$ cat config.mk
export PLATFORM = sky130hd
export DESIGN_NAME = video_frame_seq
export DESIGN_NICKNAME = d
export VERILOG_FILES = /design/src/rtl/vfs_pkg.sv /design/src/rtl/vfs_line_timer.sv /design/src/rtl/vfs_frame_fsm.sv /design/src/rtl/vfs_audio_tick.sv /design/src/rtl/video_frame_seq.sv
export SDC_FILE = /design/constraint.sdc
export NUM_CORES = 1
export LEC_CHECK = 0
export BUFFER_PORTS_ARGS = -buffer_cell sky130_fd_sc_hd__buf_4
export CORE_AREA = 2 2 89 91
export DETAILED_ROUTE_END_ITERATION = 10
export DIE_AREA = 0 0 91 93
export HOLD_SLACK_MARGIN = 0.02
export MAX_ROUTING_LAYER = met4
export SLEW_MARGIN = 25
export SYNTH_ARGS = -nofsm -noshare
export SYNTH_HDL_FRONTEND = slang
export SYNTH_SLANG_ARGS = --single-unit
export TNS_END_PERCENT = 30
$ cat constraint.sdc
create_clock -name clk -period 7.85 [get_ports clk]
set_input_delay 0.3925 -clock clk [delete_from_list [all_inputs] [get_ports clk]]
set_output_delay 0.3925 -clock clk [all_outputs]
set_load 0.1 [all_outputs]
$ cat src/rtl/vfs_pkg.sv
package vfs_pkg;
    typedef enum logic {
        STD_60 = 1'b0,
        STD_50 = 1'b1
    } std_t;

    typedef enum logic {
        PH_ACTIVE = 1'b0,
        PH_BLANK  = 1'b1
    } phase_t;
endpackage

$ cat src/rtl/vfs_line_timer.sv
module vfs_line_timer
    import vfs_pkg::*;
#(
    parameter int FRAC_W = 12,
    parameter int INC_60 = 8791293,
    parameter int INC_50 = 8864320
) (
    input  logic clk,
    input  logic rst,
    input  std_t std_next,
    output logic line_end
);
    localparam int SUM_W = 32;
    localparam int PER_W = SUM_W - FRAC_W;
    localparam logic [SUM_W-1:0] INC60_V = SUM_W'(INC_60);
    localparam logic [SUM_W-1:0] INC50_V = SUM_W'(INC_50);
    localparam logic [PER_W-1:0] FIRST_LEFT = INC60_V[SUM_W-1:FRAC_W] - PER_W'(1);

    logic [FRAC_W-1:0] frac_q;
    logic [PER_W-1:0]  left_q;
    logic [SUM_W-1:0]  sum;

    always_comb begin
        sum = {{PER_W{1'b0}}, frac_q} + ((std_next == STD_50) ? INC50_V : INC60_V);
    end

    assign line_end = (left_q == '0);

    always_ff @(posedge clk) begin
        if (rst) begin
            frac_q <= INC60_V[FRAC_W-1:0];
            left_q <= FIRST_LEFT;
        end else if (line_end) begin
            frac_q <= sum[FRAC_W-1:0];
            left_q <= sum[SUM_W-1:FRAC_W] - PER_W'(1);
        end else begin
            left_q <= left_q - PER_W'(1);
        end
    end

    // a line is never a single clock, so the pulse cannot stay high
    a_r2_one_clock: assert property (@(posedge clk) disable iff (rst)
        line_end |=> !line_end);

    // the countdown only moves by one between line ends
    a_r3_countdown: assert property (@(posedge clk) disable iff (rst)
        !line_end |=> (left_q == $past(left_q) - PER_W'(1)));
endmodule

$ cat src/rtl/vfs_frame_fsm.sv
module vfs_frame_fsm
    import vfs_pkg::*;
#(
    parameter int LINES_60 = 263,
    parameter int LINES_50 = 313,
    parameter int VBL_60   = 240,
    parameter int VBL_50   = 256
) (
    input  logic clk,
    input  logic rst,
    input  logic line_end,
    input  logic std_sel,
    input  logic ilace_en,
    output std_t std_next,
    output logic vblank_irq,
    output logic field_bit,
    output logic lace_flag
);
    localparam int MAX_LINES = (LINES_60 > LINES_50) ? LINES_60 : LINES_50;
    localparam int LINE_W    = $clog2(MAX_LINES + 1);

    std_t              std_q;
    phase_t            phase_q, phase_d;
    logic [LINE_W-1:0] line_q, line_nx, lines_tot, vbl_at;
    logic              par_q;
    logic              wrap, enter_blank;

    always_comb begin
        lines_tot = (std_q == STD_50) ? LINE_W'(LINES_50) : LINE_W'(LINES_60);
        vbl_at    = (std_q == STD_50) ? LINE_W'(VBL_50)   : LINE_W'(VBL_60);
        line_nx   = line_q + LINE_W'(1);
        wrap      = line_end && (line_nx == lines_tot);
        std_next  = wrap ? std_t'(std_sel) : std_q;
    end

    // next-state logic
    always_comb begin
        phase_d = phase_q;
        unique case (phase_q)
            PH_ACTIVE: if (line_end && line_nx == vbl_at) phase_d = PH_BLANK;
            PH_BLANK:  if (wrap)                          phase_d = PH_ACTIVE;
            default:   phase_d = PH_ACTIVE;
        endcase
    end

    assign enter_blank = (phase_q == PH_ACTIVE) && (phase_d == PH_BLANK);

    // state register
    always_ff @(posedge clk) begin
        if (rst) phase_q <= PH_ACTIVE;
        else     phase_q <= phase_d;
    end

    // counters and outputs
    always_ff @(posedge clk) begin
        if (rst) begin
            std_q      <= STD_60;
            line_q     <= '0;
            par_q      <= 1'b0;
            vblank_irq <= 1'b0;
            field_bit  <= 1'b0;
            lace_flag  <= 1'b0;
        end else begin
            vblank_irq <= 1'b0;
            if (enter_blank) begin
                vblank_irq <= 1'b1;
                if (!ilace_en) lace_flag <= 1'b1;
            end
            if (wrap) begin
                line_q    <= '0;
                par_q     <= ~par_q;
                field_bit <= ilace_en ? ~par_q : 1'b0;
                lace_flag <= 1'b0;
                std_q     <= std_next;
            end else if (line_end) begin
                line_q <= line_nx;
            end
        end
    end

    a_r4_irq_one_clock: assert property (@(posedge clk) disable iff (rst)
        vblank_irq |=> !vblank_irq);
    a_r4_irq_after_line: assert property (@(posedge clk) disable iff (rst)
        vblank_irq |-> $past(line_end));
    a_r5_line_bound: assert property (@(posedge clk) disable iff (rst)
        line_q < lines_tot);
    a_r6_field_at_wrap: assert property (@(posedge clk) disable iff (rst)
        !$stable(field_bit) |-> $past(wrap));
    a_r7_flag_rise: assert property (@(posedge clk) disable iff (rst)
        $rose(lace_flag) |-> vblank_irq);
    a_r9_std_hold: assert property (@(posedge clk) disable iff (rst)
        !$stable(std_q) |-> $past(wrap));
endmodule

$ cat src/rtl/vfs_audio_tick.sv
module vfs_audio_tick #(
    parameter int AUD_LINES = 32
) (
    input  logic clk,
    input  logic rst,
    input  logic line_end,
    output logic audio_strobe
);
    localparam int AUD_W = (AUD_LINES > 2) ? $clog2(AUD_LINES) : 1;
    localparam logic [AUD_W-1:0] LAST = AUD_W'(AUD_LINES - 1);

    logic [AUD_W-1:0] cnt_q;

    always_ff @(posedge clk) begin
        if (rst) begin
            cnt_q        <= '0;
            audio_strobe <= 1'b0;
        end else begin
            audio_strobe <= 1'b0;
            if (line_end) begin
                if (cnt_q == LAST) begin
                    cnt_q        <= '0;
                    audio_strobe <= 1'b1;
                end else begin
                    cnt_q <= cnt_q + AUD_W'(1);
                end
            end
        end
    end

    a_r8_strobe_after_line: assert property (@(posedge clk) disable iff (rst)
        audio_strobe |-> $past(line_end));
    a_r8_strobe_one_clock: assert property (@(posedge clk) disable iff (rst)
        audio_strobe |=> !audio_strobe);
endmodule

$ cat src/rtl/video_frame_seq.sv
module video_frame_seq
    import vfs_pkg::*;
#(
    parameter int FRAC_W    = 12,
    parameter int INC_60    = 8791293,
    parameter int INC_50    = 8864320,
    parameter int LINES_60  = 263,
    parameter int LINES_50  = 313,
    parameter int VBL_60    = 240,
    parameter int VBL_50    = 256,
    parameter int AUD_LINES = 32
) (
    input  logic clk,
    input  logic rst,
    input  logic std_sel,
    input  logic ilace_en,
    output logic line_pulse,
    output logic vblank_irq,
    output logic field_bit,
    output logic lace_flag,
    output logic audio_strobe
);
    std_t std_next;

    vfs_line_timer #(
        .FRAC_W (FRAC_W),
        .INC_60 (INC_60),
        .INC_50 (INC_50)
    ) u_timer (
        .clk      (clk),
        .rst      (rst),
        .std_next (std_next),
        .line_end (line_pulse)
    );

    vfs_frame_fsm #(
        .LINES_60 (LINES_60),
        .LINES_50 (LINES_50),
        .VBL_60   (VBL_60),
        .VBL_50   (VBL_50)
    ) u_fsm (
        .clk        (clk),
        .rst        (rst),
        .line_end   (line_pulse),
        .std_sel    (std_sel),
        .ilace_en   (ilace_en),
        .std_next   (std_next),
        .vblank_irq (vblank_irq),
        .field_bit  (field_bit),
        .lace_flag  (lace_flag)
    );

    vfs_audio_tick #(
        .AUD_LINES (AUD_LINES)
    ) u_audio (
        .clk          (clk),
        .rst          (rst),
        .line_end     (line_pulse),
        .audio_strobe (audio_strobe)
    );
endmodule

Word level (Yosys, flattened, before mapping)
Index checks and enable logic that the tools add are counted.
{"block": "op_classes", "n_div": 0, "eq_ne": 3, "bitwise": 4, "mux": 12, "shifts": 0, "multipliers": 0, "n_reduce_logical": 7, "n_addsub": 5, "order_cmp": 0}
{"op": "20-bit by 1-bit subtractor with 20-bit output (second input constant)", "count": 2}
{"op": "12-bit by 32-bit adder with 32-bit output", "count": 1}
{"op": "20-bit logical NOT", "count": 1}
{"op": "20-bit two-way mux", "count": 1}
{"op": "9-bit equality test", "count": 2}
{"op": "17-bit two-way mux", "count": 1}
{"op": "9-bit by 1-bit adder with 9-bit output (second input constant)", "count": 1}
{"op": "9-bit two-way mux", "count": 1}
{"op": "1-bit two-way mux", "count": 6}
{"op": "6-bit two-way mux", "count": 1}
{"op": "5-bit by 1-bit adder with 5-bit output (second input constant)", "count": 1}
{"op": "5-bit equality test (second input constant)", "count": 1}
{"op": "5-bit two-way mux", "count": 1}
{"op": "1-bit inverter", "count": 4}
{"op": "2-bit OR reduction", "count": 2}
{"op": "1-bit logical AND", "count": 3}
{"op": "1-bit one-hot mux with 2 select lines", "count": 1}
{"op": "2-bit AND reduction", "count": 1}
{"block": "word_totals", "ram_bits": 0, "mem_bits_ro": 0, "inputBits": 4, "word_cells": 42, "latch_bits": 0, "n_memories": 0, "output_inout_bits": 5, "reg_bits": 53}

Depth between registers and ports, before layout
Gate-level depths: netlist (run 1).
{"block": "depth", "depth_word": 8, "mapped_depth": 21, "ltp_nobuf": 19}

Hierarchy
A second synthesis (run 1) with hierarchy kept.
{"block": "hier_totals", "cells_unflattened": 359, "area_unflattened_um2": 3044.2}
{"mod": "vfs_line_timer", "area_each_um2": 1779.2, "instances": 1, "cells_per_inst": 207, "seq_area_each_um2": 640.6}
{"mod": "vfs_frame_fsm", "area_each_um2": 1001.0, "instances": 1, "cells_per_inst": 123, "seq_area_each_um2": 300.3}
{"mod": "vfs_audio_tick", "area_each_um2": 264.0, "instances": 1, "cells_per_inst": 29, "seq_area_each_um2": 120.1}

Worst setup path before layout (run 1)
Ideal clock, no wire load.
{"block": "synth_path", "path_type": "register to register", "start": "register u_timer.left_q[3]", "end": "register u_timer.left_q[1]", "required_time_ns": 7.764, "path_stages_with_launch": 19, "slack_ns": 3.386, "setup_time_ns": 0.086, "period_less_slack_ns": 4.464, "arrival_ns": 4.378, "path_buffers": 2, "path_cell_list": "dfxtp_1 -> or4_4 -> or3_1 -> buf_6 -> or4_4 -> buf_6 -> a211o_1 -> o21ai_2 -> and2_1 -> ha_1 -> and2_1 -> o21ai_0 -> a21oi_1 -> o22a_1 -> a41oi_1 -> nor2b_1 -> ha_1 -> nor2_1 -> a211oi_1"}
{"block": "synth_via", "elab_chain_len": 7}
{"item": "start, declared", "line": "vfs_line_timer.sv:20", "rtl": "logic [PER_W-1:0] left_q;"}
{"item": "start signal, assigned", "line": "vfs_line_timer.sv:35", "rtl": "left_q <= sum[SUM_W-1:FRAC_W] - PER_W'(1);"}
{"item": "start signal, assigned", "line": "vfs_line_timer.sv:37", "rtl": "left_q <= left_q - PER_W'(1);"}
{"item": "20-bit logical NOT (*)", "line": "vfs_line_timer.sv:27", "rtl": "assign line_end = (left_q == '0);"}
{"item": "1-bit logical AND", "line": "vfs_frame_fsm.sv:32", "rtl": "wrap = line_end && (line_nx == lines_tot);"}
{"item": "1-bit two-way mux", "line": "vfs_frame_fsm.sv:33", "rtl": "std_next = wrap ? std_t'(std_sel) : std_q;"}
{"item": "17-bit two-way mux", "line": "vfs_line_timer.sv:24", "rtl": "sum = {{PER_W{1'b0}}, frac_q} + ((std_next == STD_50) ? INC50_V : INC60_V);"}
{"item": "12-bit by 32-bit adder with 32-bit output", "line": "vfs_line_timer.sv:24"}
{"item": "20-bit by 1-bit subtractor with 20-bit output", "line": "vfs_line_timer.sv:35"}
{"item": "20-bit two-way mux (*)", "line": "vfs_line_timer.sv:33", "rtl": "end else if (line_end) begin"}
Every way passes the cells marked *; elsewhere a longest branch is shown, timed or not.
A chain may end at the register's enable or synchronous reset.

Worst setup path in the final report (run 1)
Ends and elaborated chain as after synthesis.

==> impl_metrics.py, run 1 <==
metrics = {
    "floorplanning": {
        "dieHeight_um": 93,
        "row_count": 32,
        "start_util_pct": 38.4,
        "die_w_um": 91,
        "die_area_um2": 8460,
        "core-area_um2": 7530,
        "pin_count": 9,
    },
    "worst_setup_path": {
        "cpLargestDelayFamily": "simple AND/OR/NAND/NOR gates",
        "cp-endpoint": "u_timer.left_q[1]",
        "rr_endpoint": "u_timer.left_q[1]",
        "path_cells": "or4_4 > or3_1 > or4_4 > a211o_1 > o21ai_2 > and2_1 > ha_1 > and2_1 > o21ai_0 > a21oi_1 > o22a_1 > a41oi_1 > nor2b_1 > ha_1 > nor2_1 > a211oi_1",
        "crit_type": "flop to flop",
        "crit_path_top_delay_cell": "or4_4",
        "startpoint": "u_timer.left_q[3]",
        "cp_data_required_time_ps": 8060,
        "critical_path.endpoint_type": "flop",
        "path_depth": 16,
        "reg2reg_from": "u_timer.left_q[3]",
        "cp.buffers_inverters": 0,
        "r2r_cells": 16,
        "r2r_setup_slack_ps": 2760,
        "crit_arrival_ps": 5310,
        "worst_setup_path_start_kind": "flop",
        "cpPeakStageDelay_ps": 700,
        "cp_max_fo": 26,
    },
    "power_and_ir_drop": {
        "peakVddDrop_mv": 0.0706,
        "p_per_area_nw_per_um2": 149,
        "p_leak_nw": 1.08,
    },
    "cells_and_area": {
        "diodes": 0,
        "drive_above_1_share_pct": 7.40,
        "nets": 356,
        "synthToLayoutAreaGrowth_pct": 6.67,
        "fillCellCount": 762,
        "multiInputGateArea_um2": 1710,
        "finish.utilization_pct": 41.0,
        "ff_latch_area_um2": 1060,
        "final_cells": 440,
    },
    "routing": {
        "wl_per_cell_um": 13.1,
        "vias_per_cell": 5.32,
        "drt_iter0_drc": 79,
        "routed_wl_um": 5780,
        "post-route-drc-count": 0,
        "first_pass_iters": 4,
        "drtAntennaViolNets": 0,
        "vias": 2339,
    },
    "synth": {
        "yosysMostFrequentCell": "dfxtp_1",
        "synth-seq-area-share_pct": 36.7,
        "yosys.area.top_type_share_pct": 36.7,
        "synth_edf_count": 0,
        "synth_commonest_cells": "dfxtp_1 (53), nor2_1 (40), nand2_1 (23)",
        "syn_inst": 341,
        "synthFlopType": "dfxtp_1",
        "synth_cell_type_count": 51,
        "synth_nets": 360,
        "ys_async_sr_fraction_pct": 0,
        "yosys_warnings": 0,
        "syn-cell-area_um2": 2890,
        "yosys-top-cells-area": "dfxtp_1 (37%), ha_1 (6.5%), xnor2_1 (6.4%), nor2_1 (5.2%), xor2_1 (4.2%)",
        "avgSynthCellArea_um2": 8.48,
        "synth_area_leader_cell": "dfxtp_1",
        "ys_seq_elements": 53,
    },
    "timing": {
        "setup_tns_ps": 0,
        "clock-skew-final_ps": 15.5,
        "setup_viol": 0,
        "hold_viol_final": 0,
        "fin_crit_ps": 5090,
        "slew_violations": 0,
        "worst_pin_slew_ps": 1020,
        "fmax_mhz": 196,
        "rsz0062_at_grt": "false",
        "period_share_pct": 64.9,
        "relSlewSlack_pct": 31.2,
    },
    "cts": {
        "cts_setup_buffers": 0,
        "clkSinkCount": 53,
        "hold_buffers": 0,
        "cts_tree": "built",
        "post_cts.resized_instances": 0,
        "clkTransAtPathRegs_ps": 110,
        "root_buffer": "clkbuf_8",
        "clkLatencyLatePin_ps": 310,
        "numCtsBuffers": 5,
        "clockBufferDepth": 2,
        "htree_num_levels": 2,
    },
    "hold_path": {
        "min-delay-path-class": "input port to flop",
        "whs_path_depth": 3,
    },
    "grt": {
        "grt_pass1_vias": 2257,
        "grt_pass1_wl_um": 10100,
        "track_usage_pct": 14.8,
        "grt-ovfl-total": 0,
        "grt_max_degree": 40,
        "antenna_found_initial": 0,
    },
    "placement": {
        "dp_cells": 432,
        "gp_congestion": 0.800,
        "port_buffers": 8,
        "post-dp-hpwl_um": 3870,
    },
    "status": {
        "status": "finished clean",
    },
    "job": {
        "cap_violations": 0,
    },
}
==> cells in the final DEF (no fill, tap or decap), drive strengths merged, types with 6 or more instances in the layout <==
cell and instances:
dfxtp 53, nor2 41, nand2 23, nor3 21, xnor2 21, a21oi 17, ha 15, o21ai 15
xor2 14, inv 9, buf 8, or4 8, nand2b 6, a31oi 6, nand4 6, nor4 6
==> metal layers <==
metal | vias to the layer above | GRT usage (%) | routed length [µm]
met1 | 1089 | 18.9 | 2960
met3 | 7 | 2.74 | 185
li1 | 1213 | - | -
met4 | 0 | 4.17 | 53
met5 | - | - | 0
met2 | 30 | 24.1 | 2580
==> sequential cells by signal, indices dropped and copies added (netlist names) <==
signal and flops:
u_fsm.std_q 1, u_fsm.par_q 1, u_timer.left_q 20, u_fsm.phase_q 1
u_audio.audio_strobe 1, u_fsm.line_q 9, u_timer.frac_q 12, u_fsm.field_bit 1
u_audio.cnt_q 5, u_fsm.lace_flag 1, u_fsm.vblank_irq 1
==> stage by stage <==
step	worst slack (ps)	power (mW)	area [µm²]	hold WS, ps
CTS	2780	0.465	3080	366
global route	2460	0.476	3080	391
finish	2760	0.459	3080	370
global placement	3010	0.301	2990	442
detailed placement	2880	0.301	2990	447
floorplan	3390	0.296	2890	427
==> worst register-to-register path: stages (launching register included) <==
cell and delay, ps:
dfxtp_1 380, or4_4 550, or3_1 490, or4_4 700, a211o_1 370, o21ai_2 200, and2_1 320, ha_1 320
and2_1 170, o21ai_0 180, a21oi_1 160, o22a_1 210, a41oi_1 280, nor2b_1 90, ha_1 280, nor2_1 50
a211oi_1 240
==> area by class of cell <==
class	count	share of cell area [%]
well taps	102	4.14
clock buffers	5	2.23
flip-flops and latches	53	34.4
inverters	8	0.974
clock inverters	3	0.812
repair buffers	8	1.95
multi-input cells	261	55.5
==> cells by family after synthesis <==
group | synth area share, %
AOI/OAI and AO/OA | 16.1
xor gates and xnor gates | 10.6
adders and majority gates | 6.49
buffers and inverters | 4.11
DFF | 36.7
muxes | 0.693
and+or+nand+nor | 25.3
==> power by group <==
| part | switching (mW) | internal [mW] |
|---|---|---|
| logic | 0.0102 | 0.00792 |
| registers | 0.00375 | 0.273 |
| clock network | 0.0990 | 0.0647 |
==> worst min path at each step <==
stage                        from              end  slack (ps)
floorplan           u_fsm.phase_q    u_fsm.phase_q         430
global placement    u_fsm.phase_q    u_fsm.phase_q         440
detailed placement  u_fsm.phase_q    u_fsm.phase_q         450
CTS                      ilace_en  u_fsm.field_bit         370
global route             ilace_en  u_fsm.field_bit         390
finish                   ilace_en  u_fsm.field_bit         370
Note: power is estimated with default switching activity, not from simulation.
==> inputs of run 2 (changes only) <==
Settings changed: ABC_AREA set to 1, CORE_AREA 2 2 89 91 to 2 2 91 93, DIE_AREA 0 0 91 93 to 0 0 93 95.
Clock period 7.85 ns to 4.2 ns, I/O delays scaled along.
==> run 2 against run 1 <==
  * Critical path depth rose by 4
  * Clock skew is 3.2 ps lower
  * Sequential share of layout area is 2.6 points lower
  * Count of clock-buffer cells in the layout unchanged
  * Global-route usage increased by 1.9 points
  * Register-to-register slack got worse by 2300 ps
  * Clock power up 90%
  * Highest routed layer unchanged
==> impl_metrics.py, run 2 <==
metrics = {
    "cts": {
        "clkSinkCount": 53,
        "cts_tree": "built",
        "clkTransAtPathRegs_ps": 110,
        "cts_setup_buffers": 0,
        "post_cts.resized_instances": 0,
        "clockBufferDepth": 2,
        "hold_buffers": 0,
        "numCtsBuffers": 5,
        "clkLatencyLatePin_ps": 320,
        "root_buffer": "clkbuf_8",
        "htree_num_levels": 2,
    },
    "floorplanning": {
        "pin_count": 9,
        "core-area_um2": 7930,
        "die_area_um2": 8840,
        "start_util_pct": 38.7,
        "row_count": 33,
        "dieHeight_um": 95,
        "die_w_um": 93,
    },
    "synth": {
        "yosysMostFrequentCell": "nand2_1",
        "syn-cell-area_um2": 3060,
        "synth_commonest_cells": "nand2_1 (96), nor2_1 (65), inv_1 (55)",
        "ys_async_sr_fraction_pct": 0,
        "yosys_warnings": 0,
        "synth_nets": 469,
        "synthFlopType": "dfxtp_1",
        "avgSynthCellArea_um2": 6.81,
        "ys_seq_elements": 53,
        "yosys-top-cells-area": "dfxtp_1 (35%), nand2_1 (12%), nor2_1 (8.0%), inv_1 (6.7%), ha_1 (6.1%)",
        "synth_cell_type_count": 33,
        "yosys.area.top_type_share_pct": 34.6,
        "synth_area_leader_cell": "dfxtp_1",
        "synth-seq-area-share_pct": 34.6,
        "syn_inst": 450,
        "synth_edf_count": 0,
    },
    "hold_path": {
        "min-delay-path-class": "input port to flop",
    },
    "cells_and_area": {
        "diodes": 0,
        "synthToLayoutAreaGrowth_pct": 9.02,
        "layout_commonest_cell": "nand2_1",
        "largest_register_ffs": 20,
        "drive_above_1_share_pct": 10.8,
        "nets": 481,
        "reg_top3": "u_timer.left_q: 20 flops, u_timer.frac_q: 12 flops, u_fsm.line_q: 9 flops",
        "final_area_um2": 3340,
        "most-common-layout-cells": "nand2_1 (96), nor2_1 (65), inv_1 (55)",
        "regMostFlops": "u_timer.left_q",
    },
    "placement": {
        "post-dp-hpwl_um": 4950,
        "port_buffers": 8,
        "postPlaceCellArea_um2": 3250,
        "gp_congestion": 0.901,
    },
    "timing": {
        "hold_viol_final": 0,
        "worst_pin_slew_ps": 383,
        "period_share_pct": 89.8,
        "setup_tns_ps": 0,
        "setup_viol": 0,
        "slew_violations": 0,
        "clock-skew-final_ps": 12.3,
        "fin_crit_ps": 3770,
        "fmax_mhz": 265,
        "rsz0062_at_grt": "false",
        "relSlewSlack_pct": 74.3,
    },
    "worst_setup_path": {
        "crit_path_top_delay_cell": "dfxtp_2",
        "cpPeakStageDelay_ps": 440,
        "crit_path_frequent_cell": "nand2_1",
        "worst_setup_path_start_kind": "flop",
        "crit_arrival_ps": 3970,
        "critical_path.endpoint_type": "flop",
        "cp_data_required_time_ps": 4400,
        "crit_type": "flop to flop",
        "cp_max_fo": 9,
        "path_cells": "ha_1 > nand2_1 > nor2_2 > nand3_1 > nand2_1 > nand3_1 > nor2_1 > nand4_1 > nand2_2 > ha_1 > ha_1 > a21oi_1 > o21bai_1 > nand2_1 > nand2_1 > nand3_1 > a21boi_0 > ha_1 > nand2_1 > o21ai_0",
    },
    "routing": {
        "vias": 2698,
        "post-route-drc-count": 0,
        "first_pass_iters": 4,
        "vias_per_cell": 4.75,
        "drtAntennaViolNets": 0,
        "drt_iter0_drc": 98,
        "routed_wl_um": 6480,
        "wl_per_cell_um": 11.4,
    },
    "grt": {
        "grt_pass1_wl_um": 11700,
        "grt-ovfl-total": 0,
        "grt_pass1_vias": 2657,
        "grt_max_degree": 22,
        "track_usage_pct": 16.7,
        "antenna_found_initial": 0,
    },
    "power_and_ir_drop": {
        "p_per_area_nw_per_um2": 260,
        "p_leak_nw": 1.36,
        "peakVddDrop_mv": 0.107,
    },
    "job": {
        "cap_violations": 0,
    },
    "status": {
        "status": "finished clean",
    },
}
-- run 2: per-layer routing --
metal / vias up / global-route usage (%) / share of wire [%]
li1: 1468 / - / -
met1: 1205 / 20.8 / 50
met2: 20 / 28.4 / 47
met3: 5 / 2.55 / 2.3
met4: 0 / 4.17 / 0.77
met5: - / - / 0
-- run 2: cell type report --
type / count / area, µm²
clock inverter: 3 / 25.0
fill: 859 / 4590
clock buffer: 5 / 68.8
multi-input combinational: 334 / 1760
inverter: 59 / 221
sequential: 53 / 1060
tap: 105 / 131
timing repair buffer: 9 / 67.6
-- run 2: path summary, 6_finish.rpt --
kind	from	to	cells past startpoint	slack (ps)
setup / recovery	u_fsm.line_q[0]	u_timer.left_q[1]	20	430
setup reg to reg	u_fsm.line_q[0]	u_timer.left_q[1]	20	430
hold / removal	rst	u_fsm.par_q	2	130
hold reg to reg	u_fsm.lace_flag	u_fsm.lace_flag	2	460
-- run 2: power by group --
group	leakage [nW]	internal (mW)	switching [mW]
logic	0.889	0.0155	0.0260
registers	0.429	0.509	0.00551
clock network	0.0452	0.122	0.189
-- run 2: cells by family after synthesis --
kind of cell | share of synthesized area (%)
buffers and inverters | 7.80
xor gates and xnor gates | 4.29
and+or+nand+nor | 36.1
DFF | 34.6
adders and majority gates | 6.12
AOI/OAI and AO/OA | 11.1
-- run 2: worst max-delay path: cells and delay by family (launching register included) --
kind	cells	cell delay (ps)
AO/OA/AOI/OAI	4	660
adder cells (fa/ha/maj)	4	1040
flip-flops	1	440
AND/OR/NAND/NOR	12	1520
-- run 2: metrics by stage --
stage | power [mW] | setup slack [ps] | std cells | hold WS, ps | util (%)
finish | 0.867 | 429 | 568 | 133 | 42.1
global route | 0.908 | 13.3 | 568 | 122 | 42.1
CTS | 0.882 | 320 | 568 | 124 | 42.1
detailed placement | 0.569 | 354 | 560 | 448 | 40.9
global placement | 0.568 | 558 | 560 | 441 | 40.9
floorplan | 0.557 | 921 | 450 | 405 | -
==> inputs of run 3 (changes only) <==
==> constraint.sdc (replaced) <==
create_clock -name clk -period 4.4 [get_ports clk]
set_input_delay 0.44 -clock clk [delete_from_list [all_inputs] [get_ports clk]]
set_output_delay 0.44 -clock clk [all_outputs]
set_load 0.1 [all_outputs]
==> run 3 against run 2 <==
  * Clock power is 5% lower
  * Utilization hardly changed
  * Design area hardly changed
  * Sequential share of layout area hardly changed
  * Global-route usage stayed put
  * Register-to-register slack better by 80 ps
  * Setup slack better by 84 ps
  * Die area stayed put
  * Critical path depth stayed put
  * Hold slack better by 230 ps
==> impl_metrics.py, run 3 (synthesized netlist as in run 2, its figures left out) <==
metrics = {
    "worst_setup_path": {
        "worst_setup_path_start_kind": "flop",
        "critical_path.endpoint_type": "flop",
        "crit_arrival_ps": 4090,
        "cp_max_fo": 9,
        "cp_data_required_time_ps": 4600,
        "crit_type": "flop to flop",
    },
    "routing": {
        "post-route-drc-count": 0,
        "drt_iter0_drc": 98,
        "vias": 2698,
        "wl_per_cell_um": 11.4,
        "vias_per_cell": 4.75,
        "first_pass_iters": 4,
        "routed_wl_um": 6480,
        "drtAntennaViolNets": 0,
    },
    "placement": {
        "pre_cts_slack_ps": 554,
        "port_buffers": 8,
        "gp_congestion": 0.901,
        "postPlaceCellArea_um2": 3250,
        "dp_cells": 560,
        "post-dp-hpwl_um": 4950,
    },
    "cts": {
        "clkSinkCount": 53,
        "root_buffer": "clkbuf_8",
        "post_cts.resized_instances": 0,
        "clockBufferDepth": 2,
        "numCtsBuffers": 5,
        "cts_setup_buffers": 0,
        "clkTransAtPathRegs_ps": 110,
        "hold_buffers": 0,
        "clkLatencyLatePin_ps": 320,
        "cts_tree": "built",
        "htree_num_levels": 2,
    },
    "timing": {
        "fmax_mhz": 257,
        "setup_ws_ps": 512,
        "clock-skew-final_ps": 12.3,
        "whs_ps": 363,
        "slew_violations": 0,
        "rsz0062_at_grt": "false",
        "setup_viol": 0,
        "period_share_pct": 88.4,
        "worst_pin_slew_ps": 383,
        "fin_crit_ps": 3890,
        "relSlewSlack_pct": 74.3,
        "setup_tns_ps": 0,
        "hold_viol_final": 0,
    },
    "cells_and_area": {
        "regMostFlops": "u_timer.left_q",
        "diodes": 0,
        "final_cells": 568,
        "synthToLayoutAreaGrowth_pct": 8.98,
        "fillCellCount": 860,
        "layout_commonest_cell": "nand2_1",
        "finish.utilization_pct": 42.1,
        "drive_above_1_share_pct": 10.6,
        "largest_register_ffs": 20,
        "final_area_um2": 3340,
        "most-common-layout-cells": "nand2_1 (96), nor2_1 (65), inv_1 (55)",
        "multiInputGateArea_um2": 1760,
        "reg_top3": "u_timer.left_q: 20 flops, u_timer.frac_q: 12 flops, u_fsm.line_q: 9 flops",
        "nets": 481,
        "ff_latch_area_um2": 1060,
    },
    "job": {
        "cap_violations": 0,
    },
    "power_and_ir_drop": {
        "sw_frac_of_total_pct": 25.4,
        "p_seq_share_pct": 59.4,
        "p_sw_mw": 0.210,
        "p_comb_share_pct": 4.8,
        "p_per_area_nw_per_um2": 248,
        "finalPower_mw": 0.828,
        "p_clk_share_pct": 35.8,
        "p_leak_nw": 1.36,
        "peakVddDrop_mv": 0.102,
        "cell_internal_pwr_mw": 0.618,
    },
    "hold_path": {
        "min-delay-path-class": "input port to flop",
    },
    "grt": {
        "grt_pass1_wl_um": 11700,
        "grt_max_degree": 22,
        "track_usage_pct": 16.7,
        "grt-ovfl-total": 0,
        "grt_pass1_vias": 2657,
        "antenna_found_initial": 0,
    },
    "floorplanning": {
        "row_count": 33,
        "core-area_um2": 7930,
        "dieHeight_um": 95,
        "start_util_pct": 38.7,
        "die_w_um": 93,
        "die_area_um2": 8840,
        "pin_count": 9,
    },
    "status": {
        "status": "finished clean",
    },
}
==> run 3: cell counts in the layout (fill, tap and decap cells not counted) <==
No cell type changed its count.
==> run 3: path summary, 6_finish.rpt <==
kind	from	to	slack (ps)	cells after the start
setup / recovery	u_fsm.line_q[0]	u_timer.left_q[1]	510	20
hold / removal	rst	u_fsm.par_q	360	2
setup reg to reg	u_fsm.line_q[0]	u_timer.left_q[1]	510	20
hold reg to reg	u_fsm.lace_flag	u_fsm.lace_flag	460	2
==> run 3: area by class of cell <==
type	count	area share (%)
flip-flops and latches	53	31.8
inverters	59	6.63
repair buffers	9	2.02
clock buffers	5	2.06
clock inverters	3	0.749
multi-input cells	334	52.8
well taps	105	3.93
==> run 3: power by group through the flow <==
stage / Clock, mW / Combinational, mW / Sequential, mW
after floorplan: 0 / 0.0304 / 0.501
after global placement: 0 / 0.0395 / 0.503
after detailed placement: 0 / 0.0401 / 0.503
after CTS: 0.310 / 0.0402 / 0.492
after global routing: 0.328 / 0.0454 / 0.493
final: 0.297 / 0.0396 / 0.492
==> run 3: critical path, stage by stage, from the launching register on <==
cell      delay, ps
dfxtp_1         520
ha_1            310
nand2_1          90
nor2_2          140
nand3_1          90
nand2_1         120
nand3_1          90
nor2_1          240
nand4_1         200
nand2_2         230
ha_1            260
ha_1            220
a21oi_1          80
o21bai_1        260
nand2_1         110
nand2_1          90
nand3_1          60
a21boi_0        260
ha_1            290
nand2_1          60
o21ai_0          60
==> run 3: metal layers <==
metal	up-vias	part of all wire (%)	track usage, %
li1	1468	-	-
met1	1205	50	20.8
met2	20	47	28.4
met3	5	2.3	2.55
met4	0	0.77	4.17
met5	-	0	-
